$ cat src/rtl/dualgate_pkg.sv
package dualgate_pkg;
  localparam int REG_AW = 5;

  typedef struct packed {
    logic              vld;
    logic              ctl;
    logic              mem;
    logic              fence;
    logic              wen;
    logic [REG_AW-1:0] rd;
    logic [REG_AW-1:0] rs1;
    logic [REG_AW-1:0] rs2;
  } slot_desc_t;

  typedef enum logic [1:0] {
    ADV_PAIR = 2'd0,
    ADV_ONE  = 2'd1,
    ADV_HOLD = 2'd2,
    ADV_JUMP = 2'd3
  } adv_t;
endpackage

$ cat src/rtl/dg_pair_check.sv
module dg_pair_check
  import dualgate_pkg::*;
#(
  parameter int SRC_CNT = 2
) (
  input  slot_desc_t lead,
  input  slot_desc_t trail,
  output logic       pair_ok
);
  logic [REG_AW-1:0] trail_src [SRC_CNT];
  logic [SRC_CNT-1:0] src_hit;
  logic               lead_writes;
  logic               any_ctl;
  logic               any_fence;
  logic               two_mem;

  assign trail_src[0] = trail.rs1;
  assign trail_src[1] = trail.rs2;
  assign lead_writes  = lead.wen && (lead.rd != '0);

  for (genvar g = 0; g < SRC_CNT; g++) begin : g_src
    assign src_hit[g] = lead_writes && (lead.rd == trail_src[g]);
  end

  assign any_ctl   = lead.ctl   | trail.ctl;
  assign any_fence = lead.fence | trail.fence;
  assign two_mem   = lead.mem   & trail.mem;

  assign pair_ok = lead.vld && trail.vld && !any_ctl && !any_fence &&
                   !two_mem && (src_hit == '0);

  always_comb begin
    if (pair_ok) begin
      a_pair_clean_r3: assert (!(lead.ctl || trail.ctl));
    end
  end
endmodule

$ cat src/rtl/dg_pc_step.sv
module dg_pc_step
  import dualgate_pkg::*;
#(
  parameter int XLEN       = 32,
  parameter int INSN_BYTES = 4
) (
  input  adv_t            adv,
  input  logic [XLEN-1:0] pc_cur,
  input  logic [XLEN-1:0] jump_pc,
  output logic [XLEN-1:0] pc_nxt
);
  localparam logic [XLEN-1:0] STEP_ONE = XLEN'(INSN_BYTES);
  localparam logic [XLEN-1:0] STEP_TWO = XLEN'(2 * INSN_BYTES);

  always_comb begin
    unique case (adv)
      ADV_PAIR: pc_nxt = pc_cur + STEP_TWO;
      ADV_ONE:  pc_nxt = pc_cur + STEP_ONE;
      ADV_HOLD: pc_nxt = pc_cur;
      default:  pc_nxt = jump_pc;
    endcase
  end
endmodule

$ cat src/rtl/dual_issue_gate.sv
module dual_issue_gate
  import dualgate_pkg::*;
#(
  parameter int               XLEN       = 32,
  parameter int               INSN_BYTES = 4,
  parameter logic [XLEN-1:0]  RESET_PC   = '0
) (
  input  logic                clk,
  input  logic                rst,
  input  logic                s0_vld,
  input  logic                s0_ctl,
  input  logic                s0_mem,
  input  logic                s0_fence,
  input  logic                s0_wen,
  input  logic [REG_AW-1:0]   s0_rd,
  input  logic [REG_AW-1:0]   s0_rs1,
  input  logic [REG_AW-1:0]   s0_rs2,
  input  logic                s1_vld,
  input  logic                s1_ctl,
  input  logic                s1_mem,
  input  logic                s1_fence,
  input  logic                s1_wen,
  input  logic [REG_AW-1:0]   s1_rd,
  input  logic [REG_AW-1:0]   s1_rs1,
  input  logic [REG_AW-1:0]   s1_rs2,
  input  logic                stall,
  input  logic                redir_vld,
  input  logic [XLEN-1:0]     redir_pc,
  output logic [XLEN-1:0]     pc,
  output logic                issue0,
  output logic                pair,
  output logic                squash1
);
  localparam logic [XLEN-1:0] STEP_ONE = XLEN'(INSN_BYTES);
  localparam logic [XLEN-1:0] STEP_TWO = XLEN'(2 * INSN_BYTES);

  slot_desc_t      slot0, slot1;
  logic            pair_ok;
  adv_t            adv;
  logic [XLEN-1:0] pc_nxt;

  assign slot0 = '{vld: s0_vld, ctl: s0_ctl, mem: s0_mem, fence: s0_fence,
                   wen: s0_wen, rd: s0_rd, rs1: s0_rs1, rs2: s0_rs2};
  assign slot1 = '{vld: s1_vld, ctl: s1_ctl, mem: s1_mem, fence: s1_fence,
                   wen: s1_wen, rd: s1_rd, rs1: s1_rs1, rs2: s1_rs2};

  dg_pair_check #(.SRC_CNT(2)) u_check (
    .lead    (slot0),
    .trail   (slot1),
    .pair_ok (pair_ok)
  );

  always_comb begin
    if (redir_vld)    adv = ADV_JUMP;
    else if (stall)   adv = ADV_HOLD;
    else if (pair_ok) adv = ADV_PAIR;
    else              adv = ADV_ONE;
  end

  dg_pc_step #(.XLEN(XLEN), .INSN_BYTES(INSN_BYTES)) u_step (
    .adv     (adv),
    .pc_cur  (pc),
    .jump_pc (redir_pc),
    .pc_nxt  (pc_nxt)
  );

  always_ff @(posedge clk) begin
    if (rst) begin
      pc      <= RESET_PC;
      issue0  <= 1'b0;
      pair    <= 1'b0;
      squash1 <= 1'b0;
    end else begin
      pc      <= pc_nxt;
      issue0  <= (adv == ADV_PAIR) || ((adv == ADV_ONE) && s0_vld);
      pair    <= (adv == ADV_PAIR);
      squash1 <= (adv == ADV_ONE) && s1_vld;
    end
  end

  p_redirect_wins_r10: assert property (@(posedge clk) disable iff (rst)
    redir_vld |=> (pc == $past(redir_pc)) && !issue0 && !pair && !squash1);

  p_stall_hold_r9: assert property (@(posedge clk) disable iff (rst)
    (stall && !redir_vld) |=> $stable(pc) && !issue0 && !pair);

  p_pair_step_r2: assert property (@(posedge clk) disable iff (rst)
    (pair_ok && !stall && !redir_vld) |=> pair && (pc == $past(pc) + STEP_TWO));

  p_single_step_r8: assert property (@(posedge clk) disable iff (rst)
    (!pair_ok && !stall && !redir_vld) |=> !pair && (pc == $past(pc) + STEP_ONE));

  p_outcome_excl_r8: assert property (@(posedge clk) disable iff (rst)
    !(pair && squash1));

  p_pair_needs_lead_r2: assert property (@(posedge clk) disable iff (rst)
    pair |-> issue0);
endmodule

$ cat config.mk
export PLATFORM = sky130hd
export DESIGN_NAME = dual_issue_gate
export DESIGN_NICKNAME = d
export VERILOG_FILES = /design/src/rtl/dualgate_pkg.sv /design/src/rtl/dg_pair_check.sv /design/src/rtl/dg_pc_step.sv /design/src/rtl/dual_issue_gate.sv
export SDC_FILE = /design/constraint.sdc
export NUM_CORES = 1
export LEC_CHECK = 0
export BUFFER_PORTS_ARGS = -buffer_cell sky130_fd_sc_hd__buf_2
export CAP_MARGIN = 20
export CORE_AREA = 2 2 87 89
export CTS_BUF_LIST = sky130_fd_sc_hd__clkbuf_4
export DETAILED_ROUTE_END_ITERATION = 8
export DIE_AREA = 0 0 89 91
export PLACE_DENSITY = 0.65
export SETUP_SLACK_MARGIN = 0.05
export SLEW_MARGIN = 0
export SYNTH_ARGS = -nofsm -noshare
export SYNTH_HDL_FRONTEND = slang
export SYNTH_HIERARCHICAL = 1
export SYNTH_SLANG_ARGS = --single-unit
$ cat constraint.sdc
create_clock -name clk -period 5.3 [get_ports clk]
set_input_delay 1.06 -clock clk [delete_from_list [all_inputs] [get_ports clk]]
set_output_delay 1.06 -clock clk [all_outputs]
set_load 0.02 [all_outputs]
==> results of run 1 <==
synth_stat cells (9+ instances only):
cell type,instances,share of area
clkbuf_1,12,0.016
nand2_1,39,0.052
nand4_1,14,0.031
a21oi_1,17,0.030
dfxtp_1,35,0.25
nand3_1,24,0.043
xor2_1,23,0.072
o21ai_0,12,0.021
nor2b_1,42,0.094
xnor2_1,13,0.041
mux2i_1,9,0.032
nor2_1,24,0.032
per-layer routing:
metal / routed length (um) / share of wire / track usage / vias to the layer above
li1: - / - / - / 1483
met1: 3590 / 0.46 / 0.270 / 1358
met2: 3680 / 0.47 / 0.310 / 109
met3: 539 / 0.069 / 0.0409 / 4
met4: 53 / 0.0067 / 0.0485 / 0
met5: 0 / 0 / 0 / -
final cells by class:
type,count,area (um2),area share
clock inverters,3,38.8,0.0114
repair buffers,97,490,0.144
flip-flops and latches,35,701,0.206
inverters,2,7.51,0.00221
multi-input cells,312,2000,0.588
clock buffers,5,37.5,0.0110
well taps,99,124,0.0365
critical path, stage by stage:
cell      delay [ps]
buf_2            120
xnor2_1          160
nand3_1           90
o22ai_1          150
a31oi_1          200
o21bai_4         800
nand2b_1         360
and2_1           330
nand3_1          130
xor2_1           150
a21oi_1           70
nor2b_1          140
sequential cells by signal, indices dropped and copies added, names as in the netlist:
| signal | flops |
|---|---|
| squash1 | 1 |
| issue0 | 1 |
| pc | 32 |
| pair | 1 |
metrics by stage:
step	setup WS, ps	hold WS (ps)
2_1_floorplan	2240	628
3_3_place_gp	1410	536
3_5_place_dp	1360	544
4_1_cts	1730	564
5_1_grt	1410	589
6_report	1740	559
cells by family (layout without fill, tap and decap cells):
| kind of cell | Yosys count | in the layout | share of synthesized area |
|---|---|---|---|
| AND/OR/NAND/NOR | 193 | 193 | 0.382 |
| AO/OA/AOI/OAI | 68 | 68 | 0.152 |
| XOR/XNOR | 36 | 36 | 0.112 |
| flip-flops | 35 | 35 | 0.250 |
| buffers and inverters | 24 | 107 | 0.0428 |
| multiplexers | 13 | 13 | 0.0521 |
| adder cells (fa/ha/maj) | 2 | 2 | 0.00891 |
power by group through the flow:
stage	logic, mW	clock network, mW	registers, mW
floorplan	0.105	0	0.335
global placement	0.178	0	0.323
detailed placement	0.182	0	0.324
CTS	0.182	0.202	0.318
global route	0.202	0.213	0.323
finish	0.181	0.197	0.318
worst paths after layout:
kind                            startpoint  endpoint  slack [ps]  cells past startpoint
worst max-delay path              s0_rd[1]     pc[9]        1740                     12
worst min-delay path                 pc[0]     pc[0]         560                      3
worst max register to register       pc[2]    pc[24]        2720                      7
worst min register to register       pc[0]     pc[0]         560                      3
==> impl_metrics.tcl, run 1 <==
set metrics [dict create \
    layout-drive-gt1-share 0.258 \
    ir_worst_vdd_mv 0.107 \
    timing.final.crit_share 0.672 \
    syn_nets 449 \
    vias 2954 \
    first_pass_iters 5 \
    final_common_cell "buf_2" \
    ys_seq_area_frac 0.250 \
    syn2layout_area_growth_pct 21.0 \
    finalSetupTns_ps 0 \
    ys_seq_elements 35 \
    cts_buffers 5 \
    leakagePower_nw 1.45 \
    place_area_um2 3320 \
    final_core_util 0.476 \
    internal-power_mw 0.465 \
    grt_use_total 0.196 \
    hp-class "reg -> reg" \
    avgSynthCellArea_um2 7.57 \
    synth_edf_count 0 \
    ys_types 56 \
    cts_tree "yes" \
    drt-vias-per-instance 5.34 \
    worstMarginPinSlew_ps 971 \
    first_global_vias 2677 \
    cp-end-kind "flop" \
    finalSetupViolations 0 \
    place.detailed.hpwl_um 5730 \
    antenna_found_initial 0 \
    grt_setup_unrepaired "no" \
    worstPathRequired_ps 5520 \
    async_flop_share 0 \
    min_period_ps 3560 \
    wl_per_cell_um 14.2 \
    ant_nets 0 \
    power_frac_seq 0.457 \
    grt-ovfl-total 0 \
    clockRootBuffer "clkbuf_4" \
    cts-resized-gates 0 \
    htreeDepth 2 \
    drv_slew 0 \
    core_area_um2 7140 \
    cts_buffer_depth 2 \
    layout_common_cells "buf_2, nor2b_1, nand2_1" \
    n_antenna_cell 0 \
    fin_cells 553 \
    maxCapViolCount 0 \
    drc 0 \
    cts_setup_buffers 0 \
    placed_cells 544 \
    path_max_fanout 41 \
    ys_warn_count 6 \
    switching_share 0.332 \
    io_pins 111 \
    die-height_um 91 \
    gp_congestion 0.850 \
    netlist_instances 371 \
    nets 531 \
    start_util 0.393 \
    hold_viol 0 \
    wirelength_um 7860 \
    max_slew_margin 0.351 \
    startpoint_type "primary input" \
    clock.fmax_ghz 0.281 \
    cts.sink_count 35 \
    power.total_mw 0.696 \
    clock_latency_ps 350 \
    crit_type "in -> reg" \
    io_buffers 94 \
    drtIter0Drc 165 \
    n_fill_cell 755 \
    dieArea_um2 8100 \
    die_w_um 89 \
    cts_hold_repair.buffers 0 \
    cp.arrival_ps 3780 \
    outcome "finished clean" \
    synth_ff_type "dfxtp_1" \
    design_area_um2 3400 \
    grt_pass1_wl_um 12700 \
    finalClockSkew_ps 15.0 \
    p_switching_mw 0.231 \
    combPwrFrac 0.260 \
    syn_area_um2 2810 \
    rows 31 \
    pwr-share-clk 0.283 \
    grt_max_degree 42 \
    clk_pin_slew_worst_paths_ps 120 \
    p_per_area_nw_per_um2 205 \
]
Note: power is estimated with default switching activity, not from simulation.
==> run 2, diff against run 1 <==
==> constraint.sdc (replaced) <==
create_clock -name clk -period 3.4 [get_ports clk]
set_input_delay 0.68 -clock clk [delete_from_list [all_inputs] [get_ports clk]]
set_output_delay 0.68 -clock clk [all_outputs]
set_load 0.02 [all_outputs]
==> impl_metrics.tcl, run 2 (synthesis results as in run 1) <==
set metrics [dict create \
    r2r_cells 7 \
    antenna_found_initial 0 \
    worstPathRequired_ps 3630 \
    largest-register "pc" \
    cts_hold_repair.buffers 0 \
    critPathMaxStageDelay_ps 440 \
    nets 533 \
    die-height_um 91 \
    worstSetupPathDepth 11 \
    cts_buffers 5 \
    startpoint_type "primary input" \
    design_area_um2 3410 \
    hp-class "reg -> reg" \
    drc 0 \
    core_area_um2 7140 \
    ant_nets 0 \
    path_delay_family "simple AND/OR/NAND/NOR gates" \
    n_antenna_cell 0 \
    cp_slowest_cell "nor4b_1" \
    worstMarginPinSlew_ps 822 \
    start_util 0.393 \
    grt_pass1_wl_um 12700 \
    layout_common_cells "buf_2, nor2b_1, nand2_1" \
    cts.sink_count 35 \
    io_buffers 94 \
    hold_viol 0 \
    maxCapViolCount 0 \
    layout-drive-gt1-share 0.263 \
    clock_latency_ps 350 \
    cp-endpoint "pc[15]" \
    grt_max_degree 62 \
    clock.fmax_ghz 0.377 \
    hold_slack_ps 560 \
    cts_tree "yes" \
    place.detailed.hpwl_um 5780 \
    min_period_ps 2650 \
    p_per_area_nw_per_um2 301 \
    finalSetupTns_ps 0 \
    first_pass_iters 4 \
    wirelength_um 7920 \
    grt_use_total 0.193 \
    grt-ovfl-total 0 \
    leakagePower_nw 1.45 \
    clockRootBuffer "clkbuf_4" \
    cts-resized-gates 0 \
    reg2reg_slack_ps 960 \
    finalClockSkew_ps 12.0 \
    rows 31 \
    die_w_um 89 \
    dieArea_um2 8100 \
    timing.final.crit_share 0.780 \
    gp_congestion 0.851 \
    cp.arrival_ps 2880 \
    vias 2977 \
    max_slew_margin 0.447 \
    n_fill_cell 764 \
    hp-start "pc[0]" \
    outcome "finished clean" \
    finalSetupViolations 0 \
    cts_setup_buffers 0 \
    r2r_start "pc[4]" \
    htreeDepth 2 \
    crit_chain "buf_2 > nor4_1 > nand4_1 > a31oi_1 > o21bai_4 > nand2b_1 > nor4b_1 > nand3_1 > xor2_1 > a21oi_1 > nor2b_1" \
    largest_register_ffs 32 \
    place_area_um2 3350 \
    clk_pin_slew_worst_paths_ps 120 \
    drt-vias-per-instance 5.36 \
    cp_num_buf_inv 1 \
    grt_setup_unrepaired "no" \
    crit_type "in -> reg" \
    cts_buffer_depth 2 \
    cp-startpoint "s1_fence" \
    path_max_fanout 7 \
    wl_per_cell_um 14.3 \
    fin_cells 555 \
    drtIter0Drc 175 \
    final_common_cell "buf_2" \
    ir_worst_vdd_mv 0.123 \
    final_core_util 0.478 \
    worstReg2RegEnd "pc[29]" \
    io_pins 111 \
    first_global_vias 2708 \
    placed_cells 547 \
    drv_slew 0 \
    cp-end-kind "flop" \
    syn2layout_area_growth_pct 21.4 \
]
run 2: worst min path at each step:
stage / to / depth (start not counted)
2_1_floorplan: pc[0] / 3
5_1_grt: issue0 / 2
3_3_place_gp: pc[0] / 3
3_5_place_dp: pc[0] / 3
6_report: pc[0] / 3
4_1_cts: issue0 / 2
run 2: through the flow:
stage	total power, mW	setup WS (ps)
after floorplan	0.686	715
after global placement	0.785	427
after detailed placement	0.791	358
after CTS	1.03	722
after global routing	1.09	555
final	1.03	749
run 2: final cells by class:
type	instances	area, um2	share of cell area
tap	99	124	0.0363
multi-input combinational	312	2000	0.586
sequential	35	701	0.206
inverter	2	7.51	0.00220
clock buffer	7	52.6	0.0154
timing repair buffer	99	520	0.153
clock inverter	1	5.00	0.00147
run 2: worst register-to-register path: stages, from the launching register on:
cell	delay (ps)
dfxtp_1	510
ha_1	270
nand3_1	110
nor4_1	730
a211oi_1	170
a41o_1	230
a221oi_1	190
nor2b_1	150
run 2: layer usage:
layer	vias up	GRT usage	routed length, um
met5	-	0	0
met4	0	0.0473	91
met3	9	0.0427	513
met2	105	0.322	3700
met1	1370	0.250	3620
li1	1493	-	-
run 2: report_power, final:
| group | switching [mW] | internal [mW] | leakage (nW) |
|---|---|---|---|
| combinational | 0.151 | 0.137 | 1.13 |
| clock | 0.149 | 0.0967 | 0.0361 |
| sequential | 0.0529 | 0.440 | 0.290 |
==> run 3, diff against run 2 <==
--- a/config.mk
+++ b/config.mk
@@ -5,13 +5,14 @@
 export SDC_FILE = /design/constraint.sdc
 export NUM_CORES = 1
 export LEC_CHECK = 0
+export ABC_AREA = 1
 export BUFFER_PORTS_ARGS = -buffer_cell sky130_fd_sc_hd__buf_2
 export CAP_MARGIN = 20
-export CORE_AREA = 2 2 87 89
+export CORE_AREA = 2 2 93 95
 export CTS_BUF_LIST = sky130_fd_sc_hd__clkbuf_4
 export DETAILED_ROUTE_END_ITERATION = 8
-export DIE_AREA = 0 0 89 91
-export PLACE_DENSITY = 0.65
+export DIE_AREA = 0 0 95 97
+export PLACE_DENSITY = 0.63
 export SETUP_SLACK_MARGIN = 0.05
 export SLEW_MARGIN = 0
 export SYNTH_ARGS = -nofsm -noshare
==> constraint.sdc (replaced) <==
create_clock -name clk -period 2.51 [get_ports clk]
set_input_delay 0.502 -clock clk [delete_from_list [all_inputs] [get_ports clk]]
set_output_delay 0.502 -clock clk [all_outputs]
set_load 0.02 [all_outputs]
==> impl_metrics.tcl, run 3 <==
set metrics [dict create \
    drv_slew 0 \
    wl_per_cell_um 13.2 \
    r2r_start "pc[4]" \
    synth_edf_count 0 \
    outcome "finished clean" \
    cp_slowest_cell "or2_2" \
    leakagePower_nw 1.88 \
    hp-start "s1_vld" \
    post-synth-top-area-cell "dfxtp_1" \
    max_slew_margin 0.533 \
    syn_nets 666 \
    reg2reg_slack_ps 400 \
    place_area_um2 3840 \
    grt_use_total 0.236 \
    path_max_fanout 4 \
    wirelength_um 10600 \
    pre_cts_ws_ps -30.1 \
    ys_seq_elements 35 \
    placed_cells 792 \
    largest_register_ffs 32 \
    combPwrFrac 0.290 \
    crit_type "in -> reg" \
    io_buffers 94 \
    finalClockSkew_ps 7.29 \
    drc 0 \
    syn2layout_area_growth_pct 22.2 \
    syn_area_um2 3190 \
    critPathMaxStageDelay_ps 320 \
    htreeDepth 2 \
    ys_seq_area_frac 0.220 \
    drtIter0Drc 342 \
    rows 33 \
    cts.sink_count 35 \
    ant_nets 0 \
    hold_viol 0 \
    cp-end-kind "flop" \
    synth_top_area_frac 0.220 \
    hold_slack_ps 382 \
    pwr-share-clk 0.238 \
    critPathMostFrequentCell "nand2_1" \
    first_global_vias 3662 \
    drt-vias-per-instance 5.03 \
    clock_latency_ps 350 \
    design_area_um2 3900 \
    layout_common_cells "nand2_1, buf_2, nor2_1" \
    io_pins 111 \
    cp.arrival_ps 2470 \
    finalSetupTns_ps 0 \
    worstReg2RegEnd "pc[27]" \
    grt-ovfl-total 0 \
    internal-power_mw 0.867 \
    netlist_instances 588 \
    crit_chain "buf_2 > nor2_1 > nand3_1 > nand2_1 > inv_2 > nand3_1 > nand2_1 > nor2_2 > nor2_1 > or2_2 > clkinv_1 > o21ai_0 > nor3_1 > nand2_1 > nand2_1 > nand2_1 > a21oi_1 > inv_1 > nor2_1" \
    dieArea_um2 9220 \
    worstMarginPinSlew_ps 700 \
    holdPathEnd "squash1" \
    place.detailed.hpwl_um 8310 \
    largest-register "pc" \
    ys_warn_count 6 \
    first_pass_iters 6 \
    grt_pass1_wl_um 17300 \
    cts_buffers 5 \
    layout-drive-gt1-share 0.216 \
    cts_setup_buffers 0 \
    die-height_um 97 \
    maxCapViolCount 0 \
    final_core_util 0.479 \
    cts_tree "yes" \
    hold_depth 3 \
    core_area_um2 8130 \
    grt_max_degree 34 \
    startpoint_type "primary input" \
    worstPathRequired_ps 2800 \
    fin_cells 800 \
    yosysMostFrequentCell "nand2_1" \
    p_per_area_nw_per_um2 355 \
    ys_types 32 \
    yosys-top-cells-count "nand2_1, nor2_1, inv_1" \
    p_switching_mw 0.517 \
    async_flop_share 0 \
    power_frac_seq 0.472 \
    cts_hold_repair.buffers 0 \
    nets 772 \
    cts_buffer_depth 2 \
    min_period_ps 2180 \
    hp-class "in -> reg" \
    cp_num_buf_inv 4 \
    power.total_mw 1.38 \
    path_delay_family "simple AND/OR/NAND/NOR gates" \
    cts-resized-gates 0 \
    die_w_um 95 \
    n_antenna_cell 0 \
    clock.fmax_ghz 0.458 \
    avgSynthCellArea_um2 5.42 \
    setup_slack_ps 328 \
    clk_pin_slew_worst_paths_ps 110 \
    n_fill_cell 900 \
    timing.final.crit_share 0.869 \
    cp-startpoint "s0_rd[0]" \
    synth_ff_type "dfxtp_1" \
    start_util 0.392 \
    ir_worst_vdd_mv 0.190 \
    clockRootBuffer "clkbuf_4" \
    antenna_found_initial 0 \
    final_common_cell "nand2_1" \
    vias 4023 \
    gp_congestion 1.01 \
    r2r_cells 11 \
    synth.area.top_cells "dfxtp_1, nand2_1, nand3_1" \
    switching_share 0.374 \
    finalSetupViolations 0 \
    grt_setup_unrepaired "no" \
]
run 3: changes by cell type after synthesis, sizes merged, moves of 9 or more:
cell    change
nand2     +147
o21ai       +9
mux2i       -9
inv        +89
clkbuf     -12
nand3      +49
xnor2      -11
xor2       -19
nor2b      -42
nor2       +83
run 3: layout make-up:
cell class,count,area (um2),share of cell area
Multi-Input combinational cell,451,2070,0.531
Clock buffer,6,45.0,0.0116
Sequential cell,35,701,0.180
Inverter,91,342,0.0876
Clock inverter,2,7.51,0.00193
Timing Repair Buffer,110,603,0.155
Tap cell,105,131,0.0337
run 3: power by group through the flow:
stage / logic [mW] / registers, mW / clock network, mW
6_report: 0.402 / 0.653 / 0.329
5_1_grt: 0.454 / 0.662 / 0.362
4_1_cts: 0.403 / 0.653 / 0.343
3_5_place_dp: 0.401 / 0.665 / 0
3_3_place_gp: 0.394 / 0.664 / 0
2_1_floorplan: 0.204 / 0.698 / 0
run 3: how the worst max path moves through the flow:
stage	slack (ps)	depth (start not counted)	to
after floorplan	200	19	pc[19]
after global placement	1	19	pc[19]
after detailed placement	-30	19	pc[19]
after CTS	330	19	pc[19]
after global routing	70	19	pc[11]
final	330	19	pc[19]
run 3: cell families after synthesis:
| logic type | share of synthesized area |
|---|---|
| and+or+nand+nor | 0.531 |
| buffers and inverters | 0.132 |
| AOI/OAI and AO/OA | 0.0934 |
| adders and majority gates | 0.00784 |
| xor gates and xnor gates | 0.0165 |
| DFF | 0.220 |
run 3: tightest hold or removal path, cell delays in order:
cell     delay [ps]
buf_2           100
nand2_1          60
nor2_1           40
run 3: metal layers:
metal  vias to the layer above  wire length, um  track usage
met4                         0              289       0.0870
met2                       174             4900        0.393
met1                      1746             4740        0.305
met3                        26              647       0.0335
met5                         -                0            0
li1                       2077                -            -
